<file path="src/rtl/dma_arb_pkg.sv">
package dma_arb_pkg;

  typedef enum logic [1:0] {
    CYC_IDLE = 2'b00,
    CYC_RD   = 2'b01,
    CYC_WR   = 2'b10
  } bus_cyc_e;

  typedef enum logic [1:0] {
    XF_SINGLE = 2'b00,
    XF_BURST  = 2'b01,
    XF_BLOCK  = 2'b10
  } xfer_e;

  typedef enum logic [1:0] {
    SQ_IDLE,
    SQ_RD,
    SQ_WR,
    SQ_OTH
  } seq_st_e;

  localparam int unsigned XF_W = $bits(xfer_e);

  // A kind that keeps the bus beyond a single pair
  function automatic logic kind_locks(input xfer_e k);
    return k != XF_SINGLE;
  endfunction

  // A kind whose final pair clears the owner's request
  function automatic logic kind_clears(input xfer_e k);
    return k != XF_BLOCK;
  endfunction

  function automatic bus_cyc_e cyc_of(input seq_st_e s);
    case (s)
      SQ_RD:   return CYC_RD;
      SQ_WR:   return CYC_WR;
      default: return CYC_IDLE;
    endcase
  endfunction

endpackage

</file>
<file path="src/rtl/dma_arb_pick.sv">
module dma_arb_pick #(
  parameter int unsigned N = 4
) (
  input  logic [N-1:0] req,
  output logic [N-1:0] oh,
  output logic         any
);
  // bit 0 is the highest priority
  for (genvar i = 0; i < N; i++) begin : g_bit
    if (i == 0) begin : g_top
      assign oh[i] = req[i];
    end else begin : g_rest
      assign oh[i] = req[i] & ~(|req[i-1:0]);
    end
  end

  assign any = |req;
endmodule

</file>
<file path="src/rtl/dma_arb_req_map.sv">
module dma_arb_req_map
  import dma_arb_pkg::*;
#(
  parameter int unsigned NSUB = 4
) (
  input  logic                 full_mode,
  input  logic [NSUB-1:0]      req,
  input  logic [NSUB-1:0]      last,
  input  logic [NSUB*XF_W-1:0] kind,
  output logic [NSUB-1:0]      eff_req,
  output logic [NSUB-1:0]      eff_last,
  output logic [NSUB*XF_W-1:0] eff_kind
);
  localparam int unsigned NPAIR = NSUB / 2;

  // In folded mode the even slot of every pair stands for the whole channel
  for (genvar p = 0; p < NPAIR; p++) begin : g_pair
    localparam int unsigned EV = 2 * p;
    localparam int unsigned OD = 2 * p + 1;

    assign eff_req[EV]  = full_mode ? (req[EV] | req[OD]) : req[EV];
    assign eff_req[OD]  = full_mode ? 1'b0 : req[OD];
    assign eff_last[EV] = last[EV];
    assign eff_last[OD] = full_mode ? 1'b0 : last[OD];
    assign eff_kind[EV*XF_W +: XF_W] = kind[EV*XF_W +: XF_W];
    assign eff_kind[OD*XF_W +: XF_W] = full_mode ? XF_W'(0) : kind[OD*XF_W +: XF_W];
  end
endmodule

</file>
<file path="src/rtl/dma_arb_ext_gate.sv">
module dma_arb_ext_gate #(
  parameter int unsigned NOTH = 3
) (
  input  logic            clk,
  input  logic            rst_n,
  input  logic            take,
  input  logic [NOTH-1:0] oth_req,
  output logic [NOTH-1:0] oth_gnt,
  output logic            oth_any,
  output logic            oth_held
);
  logic [NOTH-1:0] pick_oh;
  logic [NOTH-1:0] gnt_q;

  dma_arb_pick #(.N(NOTH)) u_pick (
    .req (oth_req),
    .oh  (pick_oh),
    .any (oth_any)
  );

  assign oth_held = |(gnt_q & oth_req);

  always_ff @(posedge clk) begin
    if (!rst_n) begin
      gnt_q <= '0;
    end else if (take) begin
      gnt_q <= pick_oh;
    end else if (!oth_held) begin
      gnt_q <= '0;
    end
  end

  assign oth_gnt = gnt_q;
endmodule

</file>
<file path="src/rtl/dma_arb_seq.sv">
module dma_arb_seq
  import dma_arb_pkg::*;
#(
  parameter int unsigned NSUB = 4
) (
  input  logic                 clk,
  input  logic                 rst_n,
  input  logic [NSUB-1:0]      pick_oh,
  input  logic                 pick_any,
  input  logic [NSUB*XF_W-1:0] eff_kind,
  input  logic [NSUB-1:0]      eff_last,
  input  logic                 oth_any,
  input  logic                 oth_held,
  output logic                 take_oth,
  output logic [NSUB-1:0]      gnt,
  output logic [NSUB-1:0]      req_clr,
  output logic [1:0]           cyc,
  output logic                 ev_grant_new,
  output logic                 ev_resume,
  output logic                 ev_release
);
  seq_st_e         st_q, st_n;
  logic [NSUB-1:0] gnt_q, gnt_n;
  logic [NSUB-1:0] own_q, own_n;
  logic            lock_q, lock_n;
  xfer_e           kind_q, kind_n;
  xfer_e           pick_kind;
  logic            cur_last;
  logic            pair_final;

  always_comb begin
    pick_kind = XF_SINGLE;
    for (int i = 0; i < NSUB; i++) begin
      if (pick_oh[i]) pick_kind = xfer_e'(eff_kind[i*XF_W +: XF_W]);
    end
  end

  assign cur_last   = |(eff_last & gnt_q);
  assign pair_final = !kind_locks(kind_q) || cur_last;

  always_comb begin
    st_n     = st_q;
    gnt_n    = gnt_q;
    own_n    = own_q;
    lock_n   = lock_q;
    kind_n   = kind_q;
    take_oth = 1'b0;
    case (st_q)
      SQ_IDLE: begin
        if (lock_q) begin
          st_n  = SQ_RD;
          gnt_n = own_q;
        end else if (oth_any) begin
          st_n     = SQ_OTH;
          take_oth = 1'b1;
        end else if (pick_any) begin
          st_n   = SQ_RD;
          gnt_n  = pick_oh;
          own_n  = pick_oh;
          kind_n = pick_kind;
        end
      end
      SQ_RD: st_n = SQ_WR;
      SQ_WR: begin
        if (pair_final) begin
          st_n   = SQ_IDLE;
          gnt_n  = '0;
          lock_n = 1'b0;
        end else begin
          lock_n = 1'b1;
          if (oth_any) begin
            st_n     = SQ_OTH;
            take_oth = 1'b1;
            gnt_n    = '0;
          end else begin
            st_n = SQ_RD;
          end
        end
      end
      SQ_OTH: if (!oth_held) st_n = SQ_IDLE;
      default: st_n = SQ_IDLE;
    endcase
  end

  always_ff @(posedge clk) begin
    if (!rst_n) begin
      st_q   <= SQ_IDLE;
      gnt_q  <= '0;
      own_q  <= '0;
      lock_q <= 1'b0;
      kind_q <= XF_SINGLE;
    end else begin
      st_q   <= st_n;
      gnt_q  <= gnt_n;
      own_q  <= own_n;
      lock_q <= lock_n;
      kind_q <= kind_n;
    end
  end

  assign gnt     = gnt_q;
  assign cyc     = cyc_of(st_q);
  assign req_clr = (st_q == SQ_WR && pair_final && kind_clears(kind_q)) ? gnt_q : '0;

  assign ev_grant_new = (st_q == SQ_IDLE) && !lock_q && !oth_any && pick_any;
  assign ev_resume    = (st_q == SQ_IDLE) && lock_q;
  assign ev_release   = (st_q == SQ_WR) && pair_final;
endmodule

</file>
<file path="src/rtl/dma_prio_arb.sv">
module dma_prio_arb
  import dma_arb_pkg::*;
#(
  parameter int unsigned NSUB = 4,
  parameter int unsigned NOTH = 3
) (
  input  logic                 clk,
  input  logic                 rst_n,
  input  logic                 full_mode,
  input  logic [NSUB-1:0]      ch_req,
  input  logic [NSUB*XF_W-1:0] ch_type,
  input  logic [NSUB-1:0]      ch_last,
  input  logic [NOTH-1:0]      oth_req,
  output logic [NSUB-1:0]      ch_gnt,
  output logic [NSUB-1:0]      ch_req_clr,
  output logic [1:0]           bus_cyc,
  output logic [NOTH-1:0]      oth_gnt
);
  logic [NSUB-1:0]      eff_req;
  logic [NSUB-1:0]      eff_last;
  logic [NSUB*XF_W-1:0] eff_kind;
  logic [NSUB-1:0]      pick_oh;
  logic                 pick_any;
  logic                 take_oth;
  logic                 oth_any;
  logic                 oth_held;
  logic                 ev_grant_new;
  logic                 ev_resume;
  logic                 ev_release;

  dma_arb_req_map #(.NSUB(NSUB)) u_map (
    .full_mode (full_mode),
    .req       (ch_req),
    .last      (ch_last),
    .kind      (ch_type),
    .eff_req   (eff_req),
    .eff_last  (eff_last),
    .eff_kind  (eff_kind)
  );

  dma_arb_pick #(.N(NSUB)) u_pick (
    .req (eff_req),
    .oh  (pick_oh),
    .any (pick_any)
  );

  dma_arb_ext_gate #(.NOTH(NOTH)) u_ext (
    .clk      (clk),
    .rst_n    (rst_n),
    .take     (take_oth),
    .oth_req  (oth_req),
    .oth_gnt  (oth_gnt),
    .oth_any  (oth_any),
    .oth_held (oth_held)
  );

  dma_arb_seq #(.NSUB(NSUB)) u_seq (
    .clk          (clk),
    .rst_n        (rst_n),
    .pick_oh      (pick_oh),
    .pick_any     (pick_any),
    .eff_kind     (eff_kind),
    .eff_last     (eff_last),
    .oth_any      (oth_any),
    .oth_held     (oth_held),
    .take_oth     (take_oth),
    .gnt          (ch_gnt),
    .req_clr      (ch_req_clr),
    .cyc          (bus_cyc),
    .ev_grant_new (ev_grant_new),
    .ev_resume    (ev_resume),
    .ev_release   (ev_release)
  );
endmodule

</file>
<file path="config.mk">
export PLATFORM = sky130hd
export DESIGN_NAME = dma_prio_arb
export DESIGN_NICKNAME = d
export VERILOG_FILES = /design/src/rtl/dma_arb_pkg.sv /design/src/rtl/dma_arb_pick.sv /design/src/rtl/dma_arb_req_map.sv /design/src/rtl/dma_arb_ext_gate.sv /design/src/rtl/dma_arb_seq.sv /design/src/rtl/dma_prio_arb.sv
export SDC_FILE = /design/constraint.sdc
export NUM_CORES = 1
export LEC_CHECK = 0
export BUFFER_PORTS_ARGS = -buffer_cell sky130_fd_sc_hd__clkbuf_2
export CORE_MARGIN = 5
export CORE_UTILIZATION = 44
export CTS_CLUSTER_SIZE = 28
export DETAILED_ROUTE_END_ITERATION = 12
export PLACE_DENSITY = 0.72
export SETUP_SLACK_MARGIN = 0.1
export SYNTH_ARGS = -nofsm -noshare
export SYNTH_HDL_FRONTEND = slang
export SYNTH_SLANG_ARGS = --single-unit
</file>
<file path="constraint.sdc">
create_clock -name clk -period 4.4 [get_ports clk]
set_clock_uncertainty 0.2 [all_clocks]
set_input_delay 0.44 -clock clk [delete_from_list [all_inputs] [get_ports clk]]
set_output_delay 0.44 -clock clk [all_outputs]
set_load 0.1 [all_outputs]
</file>
==> results.cfg <==
[placed_design]
hpwl_um = 1860
placed_cells = 172
gp_congestion = 0.805
place_area_sq_um = 1130
io_buffers = 34

[worst_setup_path]
cp-startpoint = u_seq.gnt[1]
critPathArrivalTime_ns = 2.04
reg2reg_slack_ns = 2.51
crit_path_end = ch_req_clr[0]
r2r-end = u_seq.own_q[2]
endpoint_kind = output pin
rr_startpoint = u_seq.lock_q
r2r_cells = 4
start_kind = flip-flop
worstSetupPathType = flip-flop to output pin
cp_max_fo = 4
crit_required_ns = 3.76

[drt]
drtPass1Iterations = 4
antenna_left = 0
via_per_inst = 5.66
route.vias.total = 991
wire_per_inst_um = 13.8
drt-initial-drc-count = 28
wirelength_um = 2410
drc = 0

[sta]
drv_slew = 0
max_slew_margin_pct = 63.6
fin_setup_tns_ns = 0
period_minus_slack_ns = 2.68
max_freq_ghz = 0.373
fin_crit_sh_pct = 60.9
final-hold-violation-count = 0
worst_slew_pin_slew_ns = 0.549
rsz0062_at_grt = no
setup_viol = 0

[logic_synthesis]
netlist_instances = 117
synthArstFlopShare_pct = 0
syn_avg_cell_area_sq_um = 8.26
synth_edf_count = 0
synth_warnings = 0
synthFlopType = dfxtp_1
yosysUniqueCellTypes = 39
synth_seq_cells = 16
syn_area_sq_um = 966
synth-seq-area-share_pct = 33.2
synth_nets = 139
synth_top_area_share_pct = 33.2
synth_top_cell_by_area = dfxtp_1
synth.top_cells.by_area = dfxtp_1 33%, nand2_1 5.8%, mux2i_1 5.2%

[final_layout]
diodes = 0
seq_area_sq_um = 320
stdcell_count = 175
stdcell_area_sq_um = 1150
fill_cells = 222
drive_gt1_share_pct = 29.3
syn2layout_area_growth_pct = 19.2
multi_input_area_sq_um = 592
num-nets-final = 171

[floorplanning]
core_sq_um = 2150
start_util_pct = 45.0
ios = 35
dieArea_sq_um = 3230
dieWidth_um = 56.9
die-height_um = 56.9
rows = 17

[job]
max-cap-violations = 0

[global_routing]
grt_first_pass_wirelength_um = 4040
use_met2_pct = 26.1
grt.total_usage_pct = 15.5
met3_usage_pct = 3.91
grt_overflow_total = 0
busiest_layer = met2
antenna_found_initial = 0
grt_max_degree = 22
grt_util_met1_pct = 18.3
grt_pass1_vias = 933

[clock_network]
path_clk_slew_ns = 0.09
numClockSinks = 16
cts_setup_buffers = 0
hold_buffers = 0
cts_buffers = 3
cts_tree = built
h-tree-depth = 1
clk_latency_ns = 0.28
cts_resized = 0
cts.path.max_buffers = 2
root_buffer = clkbuf_4

[power_and_ir_drop]
irDropWorstVdd_mv = 0.213
powerDensity_nw_per_um2 = 335
power.switching_uw = 160
swShare_pct = 41.4
leakagePower_uw = 0.000511
internal_power_uw = 226
seqPwrFrac_pct = 43.1
p_clk_share_pct = 19.8
combPwrFrac_pct = 37.1
fin_total_pwr_uw = 385

[min_path]
min_path_type = input pin to flip-flop

[run_status]
status = finished, final reports clean
-- sequential cells by signal (all words and copies together), names as in the netlist --
name and cells:
u_seq.lock_q 1, u_seq.st_q 2, u_seq.kind_q 2, u_seq.own_q 4
u_seq.gnt 4, u_ext.oth_gnt 3
-- placed cells by master, fill, tap and decap left out, drive strengths merged, types with 2 or more instances in the layout --
master / Yosys / final
nand2: 15 / 15
inv: 3 / 3
a32oi: 2 / 2
nor2: 2 / 2
a22oi: 4 / 4
o21ai: 5 / 5
mux2i: 5 / 5
a21boi: 3 / 3
nand3: 8 / 8
a21oi: 8 / 8
nor2b: 4 / 4
nor3: 5 / 5
a31oi: 2 / 2
and2: 5 / 5
nand2b: 3 / 3
a22o: 2 / 2
dfxtp: 16 / 16
o211a: 2 / 2
clkbuf: 4 / 37
-- worst max-delay path, cell delays in order (launching register included) --
cell and delay [ns]:
dfxtp_1 0.39, a22oi_1 0.12, o211a_1 0.27, nor3_1 0.33
and2_1 0.19, clkbuf_2 0.46
-- worst min-delay path by stage --
stage	from	endpoint	slack (ns)	cells past startpoint
floorplan	u_seq.own_q[3]	u_seq.own_q[3]	0.24	2
global placement	u_seq.own_q[3]	u_seq.own_q[3]	0.26	2
detailed placement	u_seq.own_q[3]	u_seq.own_q[3]	0.27	2
CTS	oth_req[2]	u_ext.oth_gnt[2]	0.24	3
global route	oth_req[2]	u_ext.oth_gnt[2]	0.27	3
finish	oth_req[2]	u_ext.oth_gnt[2]	0.25	3
-- synth_stat cells (2+ instances only) --
cell type and number:
o211a_1 2, a32oi_1 2, inv_1 3, nor2b_1 4, nand2_1 15, buf_6 2
a31oi_1 2, a22o_1 2, and2_1 5, a21oi_1 8, clkbuf_1 4, a21boi_1 2
nand3_1 8, o21ai_0 5, nand2b_1 3, mux2i_1 5, nor3_1 4, a22oi_1 4
dfxtp_1 16, nor2_1 2
-- cell type report --
class | instances | area share (%)
Sequential cell | 16 | 27.8
Inverter | 3 | 0.978
Timing Repair Buffer | 34 | 14.8
Tap cell | 28 | 3.04
Clock buffer | 3 | 1.96
Multi-Input combinational cell | 91 | 51.4
-- power by group through the flow --
stage	Clock [uW]	Combinational, uW	Sequential (uW)
floorplan	0	88.6	193
global placement	0	142	168
detailed placement	0	143	169
CTS	80.3	143	166
global route	87.1	154	167
finish	76.4	143	166
-- kinds of logic after synthesis --
kind of cell	after synthesis	share of synthesized area, %
buf+inv	10	5.57
compound gates	37	27.5
simple gates	48	27.1
mux	6	6.74
flops	16	33.2
-- stage by stage --
step,util [%],hold WS [ns],setup slack (ns)
5_1_grt,53.6,0.265,1.61
3_3_place_gp,52.5,0.261,1.98
2_1_floorplan,-,0.244,1.25
3_5_place_dp,52.5,0.272,1.90
6_report,53.6,0.252,1.72
4_1_cts,53.6,0.237,1.73
-- layer usage --
layer / share of wire (%) / vias to the layer above
met1: 43 / 467
met4: 2.6 / 0
met3: 4.9 / 7
met5: 0 / -
met2: 50 / 21
li1: - / 496
(Power assumes the default switching activity.)
